===== src/rtl/br_pkg.sv =====
package br_pkg;
  localparam int unsigned PC_W       = 32;
  localparam int unsigned INSN_BYTES = 4;

  typedef logic [PC_W-1:0] pc_t;

  typedef enum logic [1:0] {
    BR_NONE  = 2'd0,
    BR_JUMP  = 2'd1,
    BR_COND  = 2'd2,
    BR_INDIR = 2'd3
  } br_class_e;

  typedef struct packed {
    logic valid;
    pc_t  pc;
    logic pred_taken;
    pc_t  pred_target;
  } dec_slot_t;

  typedef struct packed {
    logic      valid;
    pc_t       pc;
    logic      pred_taken;
    pc_t       pred_target;
    br_class_e cls;
    pc_t       dir_target;
    logic      upd_owed;
  } ex_slot_t;

  function automatic pc_t seq_pc(pc_t pc);
    return pc + pc_t'(INSN_BYTES);
  endfunction

  function automatic pc_t pred_next(logic taken, pc_t target, pc_t pc);
    return taken ? target : seq_pc(pc);
  endfunction
endpackage


===== src/rtl/br_dec_check.sv =====
module br_dec_check
  import br_pkg::*;
(
  input  dec_slot_t slot_i,
  input  br_class_e cls_i,
  input  pc_t       target_i,
  input  logic      kill_i,
  input  logic      upd_busy_i,
  output logic      redirect_o,
  output pc_t       redirect_pc_o,
  output logic      upd_now_o,
  output logic      upd_defer_o
);
  logic resolves_here;
  logic live_jump;

  assign resolves_here = slot_i.valid && (cls_i == BR_NONE || cls_i == BR_JUMP);
  assign redirect_pc_o = (cls_i == BR_NONE) ? seq_pc(slot_i.pc) : target_i;
  assign redirect_o    = resolves_here && !kill_i &&
                         (redirect_pc_o != pred_next(slot_i.pred_taken, slot_i.pred_target, slot_i.pc));

  assign live_jump   = slot_i.valid && cls_i == BR_JUMP && !kill_i;
  assign upd_now_o   = live_jump && !upd_busy_i;
  assign upd_defer_o = live_jump && upd_busy_i;
endmodule


===== src/rtl/br_ex_check.sv =====
module br_ex_check
  import br_pkg::*;
(
  input  ex_slot_t slot_i,
  input  logic     taken_i,
  input  pc_t      target_i,
  output logic     mispredict_o,
  output pc_t      resolved_pc_o,
  output logic     upd_o,
  output logic     upd_taken_o,
  output pc_t      upd_target_o
);
  logic resolves;

  always_comb begin
    resolves      = 1'b0;
    upd_taken_o   = 1'b1;
    upd_target_o  = slot_i.dir_target;
    resolved_pc_o = seq_pc(slot_i.pc);
    unique case (slot_i.cls)
      BR_COND: begin
        resolves      = slot_i.valid;
        upd_taken_o   = taken_i;
        resolved_pc_o = taken_i ? slot_i.dir_target : seq_pc(slot_i.pc);
      end
      BR_INDIR: begin
        resolves      = slot_i.valid;
        upd_target_o  = target_i;
        resolved_pc_o = target_i;
      end
      BR_JUMP:  resolved_pc_o = slot_i.dir_target;
      default:  upd_taken_o   = 1'b0;
    endcase
  end

  assign mispredict_o = resolves &&
                        (resolved_pc_o != pred_next(slot_i.pred_taken, slot_i.pred_target, slot_i.pc));
  // deferred jump updates drain here, where no other source competes
  assign upd_o = resolves || (slot_i.valid && slot_i.cls == BR_JUMP && slot_i.upd_owed);
endmodule


===== src/rtl/br_next_pc.sv =====
module br_next_pc
  import br_pkg::*;
(
  input  pc_t  pc_i,
  input  logic ex_redirect_i,
  input  pc_t  ex_pc_i,
  input  logic dec_redirect_i,
  input  pc_t  dec_pc_i,
  input  logic bp_taken_i,
  input  pc_t  bp_target_i,
  output pc_t  next_pc_o
);
  always_comb begin
    if (ex_redirect_i)       next_pc_o = ex_pc_i;
    else if (dec_redirect_i) next_pc_o = dec_pc_i;
    else if (bp_taken_i)     next_pc_o = bp_target_i;
    else                     next_pc_o = seq_pc(pc_i);
  end
endmodule


===== src/rtl/br_redirect_ctrl.sv =====
module br_redirect_ctrl
  import br_pkg::*;
#(
  parameter logic [31:0] RESET_PC = 32'h0000_0000
) (
  input  logic        clk_i,
  input  logic        rst_ni,
  input  logic        bp_taken_i,
  input  logic [31:0] bp_target_i,
  input  logic [1:0]  dec_class_i,
  input  logic [31:0] dec_target_i,
  input  logic        ex_taken_i,
  input  logic [31:0] ex_target_i,
  output logic [31:0] fetch_pc_o,
  output logic        dec_valid_o,
  output logic [31:0] dec_pc_o,
  output logic        ex_valid_o,
  output logic [31:0] ex_pc_o,
  output logic        short_flush_o,
  output logic        flush_o,
  output logic        upd_valid_o,
  output logic [31:0] upd_pc_o,
  output logic        upd_taken_o,
  output logic [31:0] upd_target_o
);
  pc_t       pc_q, pc_d;
  dec_slot_t dec_q, dec_d;
  ex_slot_t  ex_q, ex_d;
  br_class_e dec_cls;

  logic ex_flush, ex_upd, ex_upd_taken;
  pc_t  ex_res_pc, ex_upd_target;
  logic dec_redir, dec_upd, dec_defer;
  pc_t  dec_res_pc;

  assign dec_cls = br_class_e'(dec_class_i);

  br_ex_check u_ex_check (
    .slot_i        (ex_q),
    .taken_i       (ex_taken_i),
    .target_i      (ex_target_i),
    .mispredict_o  (ex_flush),
    .resolved_pc_o (ex_res_pc),
    .upd_o         (ex_upd),
    .upd_taken_o   (ex_upd_taken),
    .upd_target_o  (ex_upd_target)
  );

  br_dec_check u_dec_check (
    .slot_i        (dec_q),
    .cls_i         (dec_cls),
    .target_i      (dec_target_i),
    .kill_i        (ex_flush),
    .upd_busy_i    (ex_upd),
    .redirect_o    (dec_redir),
    .redirect_pc_o (dec_res_pc),
    .upd_now_o     (dec_upd),
    .upd_defer_o   (dec_defer)
  );

  br_next_pc u_next_pc (
    .pc_i           (pc_q),
    .ex_redirect_i  (ex_flush),
    .ex_pc_i        (ex_res_pc),
    .dec_redirect_i (dec_redir),
    .dec_pc_i       (dec_res_pc),
    .bp_taken_i     (bp_taken_i),
    .bp_target_i    (bp_target_i),
    .next_pc_o      (pc_d)
  );

  always_comb begin
    dec_d.valid       = !ex_flush && !dec_redir;
    dec_d.pc          = pc_q;
    dec_d.pred_taken  = bp_taken_i;
    dec_d.pred_target = bp_target_i;

    ex_d.valid       = dec_q.valid && !ex_flush;
    ex_d.pc          = dec_q.pc;
    ex_d.pred_taken  = dec_q.pred_taken;
    ex_d.pred_target = dec_q.pred_target;
    ex_d.cls         = dec_cls;
    ex_d.dir_target  = dec_target_i;
    ex_d.upd_owed    = dec_defer;
  end

  always_ff @(posedge clk_i or negedge rst_ni) begin
    if (!rst_ni) begin
      pc_q  <= RESET_PC;
      dec_q <= '0;
      ex_q  <= '0;
    end else begin
      pc_q  <= pc_d;
      dec_q <= dec_d;
      ex_q  <= ex_d;
    end
  end

  assign fetch_pc_o    = pc_q;
  assign dec_valid_o   = dec_q.valid;
  assign dec_pc_o      = dec_q.pc;
  assign ex_valid_o    = ex_q.valid;
  assign ex_pc_o       = ex_q.pc;
  assign short_flush_o = dec_redir;
  assign flush_o       = ex_flush;
  assign upd_valid_o   = ex_upd || dec_upd;
  assign upd_pc_o      = ex_upd ? ex_q.pc : dec_q.pc;
  assign upd_taken_o   = ex_upd ? ex_upd_taken : 1'b1;
  assign upd_target_o  = ex_upd ? ex_upd_target : dec_target_i;
endmodule


===== config.mk =====
export PLATFORM = sky130hd
export DESIGN_NAME = br_redirect_ctrl
export DESIGN_NICKNAME = d
export VERILOG_FILES = /design/src/rtl/br_pkg.sv /design/src/rtl/br_dec_check.sv /design/src/rtl/br_ex_check.sv /design/src/rtl/br_next_pc.sv /design/src/rtl/br_redirect_ctrl.sv
export SDC_FILE = /design/constraint.sdc
export NUM_CORES = 1
export LEC_CHECK = 0
export BUFFER_PORTS_ARGS = -buffer_cell sky130_fd_sc_hd__buf_2
export CAP_MARGIN = 10
export CORE_UTILIZATION = 50
export CTS_CLUSTER_DIAMETER = 40
export DETAILED_ROUTE_END_ITERATION = 10
export GPL_TIMING_DRIVEN = 0
export PLACE_DENSITY = 0.7
export SLEW_MARGIN = 5
export SYNTH_ARGS = -nofsm -noshare
export SYNTH_HDL_FRONTEND = slang
export SYNTH_SLANG_ARGS = --single-unit

===== constraint.sdc =====
create_clock -name clk_i -period 4.7 [get_ports clk_i]
set_clock_uncertainty 0.1 [all_clocks]
set_input_delay 0 -clock clk_i [delete_from_list [all_inputs] [get_ports clk_i]]
set_output_delay 0 -clock clk_i [all_outputs]
set_load 0.01 [all_outputs]

# Word-level counts from Yosys, hierarchy flattened
# Cells that the tools add are included.
dict set report classes {
  eq_ne 6
  addsub 3
  n_mux 14
  n_reduce_logical 21
}
# op count
set ops {}
lappend ops {{$mux 32} 10}
lappend ops {{$add 32x3->32 const B} 3}
lappend ops {{$pmux 32 s3} 1}
lappend ops {{$ne 32x32->1} 2}
lappend ops {{$logic_and 1x1->1} 12}
lappend ops {{$eq 2x1->1 const B} 2}
lappend ops {{$eq 2x2->1 const B} 2}
lappend ops {{$reduce_or 2->1} 2}
lappend ops {{$logic_not 1->1} 3}
lappend ops {{$logic_or 1x1->1} 3}
lappend ops {{$logic_not 2->1} 1}
lappend ops {{$mux 1} 2}
lappend ops {{$pmux 1 s2} 1}
dict set report word_totals {
  register_bits 199
  word_cells 56
  out_inout_bits 166
  in_bits 102
}

# Longest topological paths before layout
# Gate-level depths: netlist (run 1).
dict set report depth {
  ltp_word 10
  mapped_depth 14
  ltp_nobuf 11
}

# By module
# From an unflattened synthesis (run 1), not the netlist that was laid out.
dict set report hier_totals {
  hier_cells 1558
  area_unflattened_um2 14365.0
}
# module cells_per_inst instances seq_area_each_um2 area_per_inst_um2
set modules_own_cells {}
lappend modules_own_cells {br_redirect_ctrl 370 1 4979.8 6652.6}
lappend modules_own_cells {br_dec_check 487 1 0.0 3144.3}
lappend modules_own_cells {br_ex_check 460 1 0.0 3114.2}
lappend modules_own_cells {br_next_pc 241 1 0.0 1453.9}

# Least setup slack after synthesis (run 1)
# OpenSTA, ideal clock, no wires.
dict set report synth_path {
  kind {reg2reg}
  from {register dec_q, in the netlist dec_pc_o[2]}
  to {register pc_q[18], in the netlist fetch_pc_o[18]}
  setup_time_ns 0.125
  required_ns 4.475
  t_arrival_ns 3.305
  period_less_slack_ns 3.530
  stages_incl_launch_ff 14
  slack_ns 1.170
  path_cell_list {dfrtp_1 > buf_4 > nand3_4 > or4_1 > buf_2 > xor2_1 > a2111oi_0 > a221o_1 > or4_4 > nor4_4 > a311oi_4 > buf_6 > mux2i_1 > mux2_2}
}
dict set report synth_via {
  elab_chain_len 6
  word_cells_on_any_way 7
}
# item line
set synth_lines {}
lappend synth_lines {{start: declaration} br_redirect_ctrl.sv:27} ;# dec_slot_t dec_q, dec_d;
lappend synth_lines {{start signal: assignment} br_redirect_ctrl.sv:90} ;# dec_q <= '0;
lappend synth_lines {{start signal: assignment} br_redirect_ctrl.sv:94} ;# dec_q <= dec_d;
lappend synth_lines {{$add 32x3->32 (*)} br_pkg.sv:32} ;# return pc + pc_t'(INSN_BYTES);
lappend synth_lines {{$mux 32 (on tied branches)} {br_dec_check.sv:18, br_pkg.sv:36}}
lappend synth_lines {{$ne 32x32->1} br_dec_check.sv:20} ;# (redirect_pc_o != pred_next(slot_i.pred_taken, slot_i.pred_target, slot_i.pc));
lappend synth_lines {{$logic_and 1x1->1} br_dec_check.sv:19} ;# assign redirect_o = resolves_here && !kill_i &&
lappend synth_lines {{$mux 32 (*)} br_next_pc.sv:15} ;# else if (dec_redirect_i) next_pc_o = dec_pc_i;
lappend synth_lines {{$mux 32 (*)} br_next_pc.sv:14} ;# if (ex_redirect_i) next_pc_o = ex_pc_i;
lappend synth_lines {{via pc_d[18]} br_redirect_ctrl.sv:26} ;# pc_t pc_q, pc_d;
lappend synth_lines {{end signal: assignment} br_redirect_ctrl.sv:93} ;# pc_q <= pc_d;
lappend synth_lines {{end: declaration} br_redirect_ctrl.sv:26}
# The timed path passes the listed nets; every way through them passes the cells marked *.

# Final worst setup path (run 1)
dict set report layout_path {
  from {register ex_q[34] (netlist name)}
  to {output port upd_valid_o}
}
dict set report layout_via {
  elab_chain_len 8
  word_cells_on_any_way 16
}
# item line
set layout_lines {}
lappend layout_lines {{start: declaration} br_redirect_ctrl.sv:28} ;# ex_slot_t ex_q, ex_d;
lappend layout_lines {{start signal: assignment} br_redirect_ctrl.sv:91} ;# ex_q <= '0;
lappend layout_lines {{start signal: assignment} br_redirect_ctrl.sv:95} ;# ex_q <= ex_d;
lappend layout_lines {{$eq 2x1->1, or another cell as far along} {br_ex_check.sv:20, br_ex_check.sv:39}}
lappend layout_lines {{$pmux 32 s3 / $reduce_or 2->1 (equally long branches)} -}
lappend layout_lines {{$ne 32x32->1 / $mux 1 (equally long branches)} {br_ex_check.sv:37, br_ex_check.sv:20}}
lappend layout_lines {{$logic_and 1x1->1} br_ex_check.sv:36} ;# assign mispredict_o = resolves &&
lappend layout_lines {{$logic_not 1->1} br_dec_check.sv:22} ;# assign live_jump = slot_i.valid && cls_i == BR_JUMP && !kill_i;
lappend layout_lines {{$logic_and 1x1->1} br_dec_check.sv:22}
lappend layout_lines {{$logic_and 1x1->1} br_dec_check.sv:23} ;# assign upd_now_o = live_jump && !upd_busy_i;
lappend layout_lines {{$logic_or 1x1->1 (*)} br_redirect_ctrl.sv:106} ;# assign upd_valid_o = ex_upd || dec_upd;
lappend layout_lines {{end: declaration} br_redirect_ctrl.sv:21} ;# output logic upd_valid_o,
# Every way passes the cells marked *; elsewhere a longest branch is shown, timed or not.

==> results.cfg, run 1 <==
[final_layout]
postLayoutCoreUtil_pct = 63.9
stdcell_area_mm2 = 0.0174
fin_nets = 1973
stdcell_count = 2253
final_common_cell = buf_2
final_cell_mix = buf_2, dfrtp_1, nand2_1
areaGrowthSynthToFinish_pct = 24.3
drive_above_1_share_pct = 29.3

[routing]
vias = 13700
drt_wl_total_mm = 60.5
antenna_left = 0
drt_iter0_drc = 1769
drc = 0
dr.pass1.iters = 6
vias_per_cell = 6.10
wl_per_cell_um = 26.8

[outcome]
violations = setup timing
status = complete, but fails checks

[place]
place_inst = 2148
hpwl_mm = 46.5
io_buffers = 267
gp_congestion = 0.990
placed_area_mm2 = 0.0159

[die]
die_area_mm2 = 0.0287
io_pins = 268
core_mm2 = 0.0273
die_x_um = 169
row_count = 60
die_y_um = 169
initial_utilization_pct = 51.4

[worst_setup_path]
crit_fanout = 10
crit_path_end_kind = output pin
worstPathArrival_ps = 4620
rr_endpoint = fetch_pc_o[12]
rr_worst_depth = 13
endpoint = upd_valid_o
r2r_setup_slack_ps = 130
critical_path_class = reg -> out
crit_path_start = ex_q[34]
worstSetupStartpointType = flop
cp.required_ps = 4600
r2r-start = dec_pc_o[3]

[power_and_ir_drop]
switching_power_mw = 3.01
cellLeakagePower_nw = 7.65
clockPowerShare_pct = 22.0
p_sw_share_pct = 41.7
ir_worst_vdd_mv = 0.276
power_frac_comb_pct = 43.2
powerDensity_mw_per_mm2 = 415
p_int_mw = 4.22
p_total_mw = 7.23
p_seq_share_pct = 34.7

[synth]
yosysTopAreaCellShare_pct = 35.5
netlist_top_cells_area = dfrtp_1, mux2i_1, xnor2_1
synth_top_cell_by_area = dfrtp_1
seq_area_frac_synth_pct = 35.5
async_reset_ff_share_pct = 100
synthCells = 1508
synth_seq_cells = 199
syn_area_mm2 = 0.0140
synth.avg_cell_area_um2 = 9.30
synth_ff_type = dfrtp_1
yosysUniqueCellTypes = 89
ys_warn_count = 0
syn_nets = 1613
synth_edf_count = 0

[timing]
worst_pin_slew_ps = 1210
drv_slew = 0
min_period_ps = 4720
finalCritPeriodShare_pct = 100
timing.slew.headroom_pct = 19.2
rsz0062_at_grt = no
final-setup-viol-count = 1
hold_viol = 0
fmax_mhz = 212
worst_slack_ps = -21.7
fin_tns_setup_ps = -21.7

[clocking]
clockBufferDepth = 2
htree_levels = 4
clock_latency_ps = 460
cts.clk_slew.worst_paths_ps = 80
cts_root_buf = clkbuf_16
numCtsBuffers = 17
cts_tree = yes
cts.sinks = 199

[hold_path]
min_path_type = in -> async

[job]
cap_violations = 0

[global_route]
grt_pass1_vias = 13100
grt_max_degree = 116
grt_overflow = 0
grt_pass1_wl_mm = 86.1
gr-usage-all-layers_pct = 42.1
antenna_found_initial = 1
==> power by group through the flow <==
stage	Clock, mW	Sequential, mW	Combinational, mW
2_1_floorplan	0	2.28	1.96
3_3_place_gp	0	2.48	2.93
3_5_place_dp	0	2.48	2.95
4_1_cts	1.59	2.47	3.03
5_1_grt	1.65	2.53	3.29
6_report	1.59	2.51	3.12
==> layer usage <==
| layer | up-vias | share of wire [%] | wire length, um | GRT usage, % |
|---|---|---|---|---|
| met5 | - | 0 | 0 | 0 |
| met4 | 0 | 3.7 | 2250 | 15.8 |
| met3 | 144 | 11 | 6490 | 9.17 |
| met2 | 902 | 45 | 27000 | 65.8 |
| met1 | 6694 | 41 | 24700 | 57.0 |
| li1 | 5996 | - | - | - |
==> flip-flops by register name (all words and copies together), names as in the netlist <==
name / count
dec_q: 33
fetch_pc_o: 32
dec_pc_o: 32
dec_valid_o: 1
ex_q: 68
ex_valid_o: 1
ex_pc_o: 32
==> cells in the mapped netlist, types with 7 or more instances <==
cell	instances
and3_1	27
mux2i_1	116
a31oi_1	9
nor4_1	19
nor3_1	25
and2_1	9
buf_2	16
nand3_1	49
o31ai_1	8
nand2_1	147
inv_1	18
clkbuf_1	53
o21ai_0	103
nor2_1	80
nand4_1	29
or3_1	9
dfrtp_1	199
nor2b_1	14
and4_1	7
xor2_1	86
mux2_2	60
o22ai_1	7
buf_4	101
a21oi_1	51
o21a_1	7
xnor2_1	114
buf_1	8
==> how the worst min path moves through the flow <==
stage | startpoint | to | slack, ps | cells past startpoint
after floorplan | rst_ni | dec_pc_o[0] | -400 | 0
after global placement | dec_target_i[20] | ex_q[21] | 20 | 1
after detailed placement | rst_ni | fetch_pc_o[12] | -50 | 1
after CTS | ex_target_i[3] | fetch_pc_o[3] | 30 | 4
after global routing | ex_target_i[3] | fetch_pc_o[3] | 40 | 4
final | rst_ni | fetch_pc_o[12] | 30 | 2
==> layout make-up <==
cell class | count | area (um2)
Antenna cell | 1 | 2.50
Fill cell | 2292 | 9830
Buffer | 182 | 1140
Timing Repair Buffer | 342 | 2100
Sequential cell | 199 | 4990
Multi-Input combinational cell | 1106 | 8040
Tap cell | 372 | 465
Clock buffer | 17 | 425
Clock inverter | 14 | 184
Inverter | 20 | 78.8
==> cells by family after synthesis <==
logic type	count (synthesis)	share of synthesized area (%)
compound gates	267	12.3
xor+xnor	207	13.6
fa+ha+maj	3	0.268
buf+inv	203	8.51
flops	199	35.5
mux	178	13.3
simple gates	451	16.4
==> timing repair <==
item                       CTS  global route
hold buffers                68             0
setup endpoints to repair   36            15
setup buffers                4             2
gates resized for setup     28            38
hold endpoints to repair   183             0
pin swaps                    3             2
==> critical path, cell delays in order (launching register included) <==
cell	delay, ps
dfrtp_1	360
buf_2	180
and2_1	180
clkbuf_4	250
buf_6	230
mux2i_2	200
mux2i_2	450
xor2_1	320
o311ai_0	290
a2111oi_0	400
o2111a_1	260
a41oi_1	160
buf_6	240
buf_6	170
o21ai_1	270
buf_2	190
==> stage by stage <==
stage	setup WS (ps)	hold slack (ps)
global placement	-241	23.7
floorplan	1170	-396
detailed placement	-152	-52.8
CTS	3.77	31.2
global route	0.467	37.4
finish	-21.7	31.6
(Power assumes the default switching activity.)
==> inputs of run 2 (changes only) <==
--- a/config.mk
+++ b/config.mk
@@ -5,13 +5,14 @@
 export SDC_FILE = /design/constraint.sdc
 export NUM_CORES = 1
 export LEC_CHECK = 0
-export BUFFER_PORTS_ARGS = -buffer_cell sky130_fd_sc_hd__buf_2
 export CAP_MARGIN = 10
 export CORE_UTILIZATION = 50
 export CTS_CLUSTER_DIAMETER = 40
 export DETAILED_ROUTE_END_ITERATION = 10
+export DONT_BUFFER_PORTS = 1
 export GPL_TIMING_DRIVEN = 0
-export PLACE_DENSITY = 0.7
+export PLACE_DENSITY = 0.62
+export SKIP_LAST_GASP = 1
 export SLEW_MARGIN = 5
 export SYNTH_ARGS = -nofsm -noshare
 export SYNTH_HDL_FRONTEND = slang
==> results.cfg, run 2 (synthesized netlist as in run 1, its figures left out) <==
[global_route]
gr-usage-all-layers_pct = 42.4
antenna_found_initial = 1
grt_util_met3_pct = 11.6
grt_overflow = 0
grt_pass1_vias = 12100
busiest_layer = met2
grt_max_degree = 200
grt_use_met1_pct = 58.9
met2_usage_pct = 63.2
grt_pass1_wl_mm = 85.0

[timing]
final-setup-viol-count = 0
fmax_mhz = 214
worst_pin_slew_ps = 1160
hold_viol = 199
finalCritPeriodShare_pct = 99.4
min_period_ps = 4670
drv_slew = 0
rsz0062_at_grt = yes
timing.slew.headroom_pct = 22.9
hold_ws_ps = -858

[clocking]
htree_levels = 4
numCtsBuffers = 17
cts_tree = yes
cts.clk_slew.worst_paths_ps = 80
clock_latency_ps = 460
hold_buffers = 77
cts.sinks = 199
cts_root_buf = clkbuf_16
clockBufferDepth = 2

[routing]
dr.pass1.iters = 5
antenna_left = 0
vias_per_cell = 6.39
vias = 12800
drc = 0
drt_iter0_drc = 1544
wl_per_cell_um = 30.5
drt_wl_total_mm = 60.8

[worst_setup_path]
worstPathArrival_ps = 4570
crit_fanout = 10
rr_worst_depth = 13
rr_endpoint = fetch_pc_o[15]
r2r-start = dec_q[32]
r2r_setup_slack_ps = 100
crit_path_end_kind = output pin
cp.required_ps = 4600
critical_path_class = reg -> out
worstSetupStartpointType = flop

[hold_path]
min_path_type = in -> async

[power_and_ir_drop]
powerDensity_mw_per_mm2 = 415
cellLeakagePower_nw = 6.52
ir_worst_vdd_mv = 0.347

[place]
placed_area_mm2 = 0.0145
hpwl_mm = 45.1
io_buffers = 0
gp_congestion = 0.963

[die]
die_y_um = 169
core_mm2 = 0.0273
die_x_um = 169
initial_utilization_pct = 51.4
row_count = 60
io_pins = 268
die_area_mm2 = 0.0287

[final_layout]
num_antenna_cells = 0
drive_above_1_share_pct = 16.3
fin_nets = 1715
regMostFlops = ex_q
areaGrowthSynthToFinish_pct = 13.9
final_common_cell = dfrtp_1
final_cell_mix = dfrtp_1, nand2_1, mux2i_1
stdcell_area_mm2 = 0.0160
largest_register_ffs = 68
reg_top3 = ex_q (68), dec_q (33)
fill_cells = 2479

[job]
cap_violations = 0

[outcome]
violations = hold timing
status = complete, but fails checks
[run 2: final cells by class]
cell class                 count  area, um2  area share [%]
buffer                       181       1120            7.01
timing repair buffer          85        831            5.20
clock inverter                11       93.8           0.588
multi-input combinational   1106       7950            49.8
clock buffer                  21        450            2.82
tap                          372        465            2.91
sequential                   199       4980            31.2
inverter                      20       75.1           0.470
[run 2: worst max-delay path by stage]
stage,start,endpoint,slack (ps),cells past startpoint
final,ex_pc_o[11],upd_valid_o,30,12
after global routing,ex_q[33],upd_valid_o,-40,13
after CTS,ex_pc_o[3],upd_valid_o,10,13
after detailed placement,dec_pc_o[13],fetch_pc_o[2],-140,12
after global placement,dec_pc_o[13],fetch_pc_o[2],-170,12
after floorplan,dec_pc_o[2],fetch_pc_o[18],1170,13
[run 2: critical path, stage by stage (launching register included)]
cell,delay [ps]
dfrtp_1,540
nand3_1,400
nor3_2,460
nand3_1,300
nand4b_1,190
o211ai_1,100
a311o_1,330
or4_1,550
nor3_1,300
a41oi_1,170
buf_2,310
buf_6,230
o21ai_2,250
[run 2: through the flow]
step,setup WS (ps),setup TNS (ps),utilization [%],instances,power (mW)
6_report,26.3,0,58.6,1995,6.62
4_1_cts,14.0,0,58.3,1991,6.52
5_1_grt,-35.7,-35.7,58.6,1995,6.84
2_1_floorplan,1170,0,-,1508,4.24
3_3_place_gp,-171,-2450,53.1,1880,4.98
3_5_place_dp,-142,-1530,53.1,1880,5.00
[run 2: what timing repair did]
item                                    in CTS  in global routing
gates resized for setup                     21                 16
pin swaps                                    2                  2
cloned                                       0                  0
buffers inserted                             4                  4
endpoints found under the hold margin      300                199
endpoints found under the setup margin      31                 25
[run 2: metal layers]
| metal | share of wire [%] | vias up |
|---|---|---|
| li1 | - | 5469 |
| met1 | 42 | 6320 |
| met2 | 43 | 855 |
| met3 | 12 | 114 |
| met4 | 3.5 | 0 |
| met5 | 0 | - |
[run 2: report_power, final]
group          switching [mW]  internal [mW]
Combinational            1.52           1.16
Clock                   0.733          0.704
Sequential              0.526           1.98
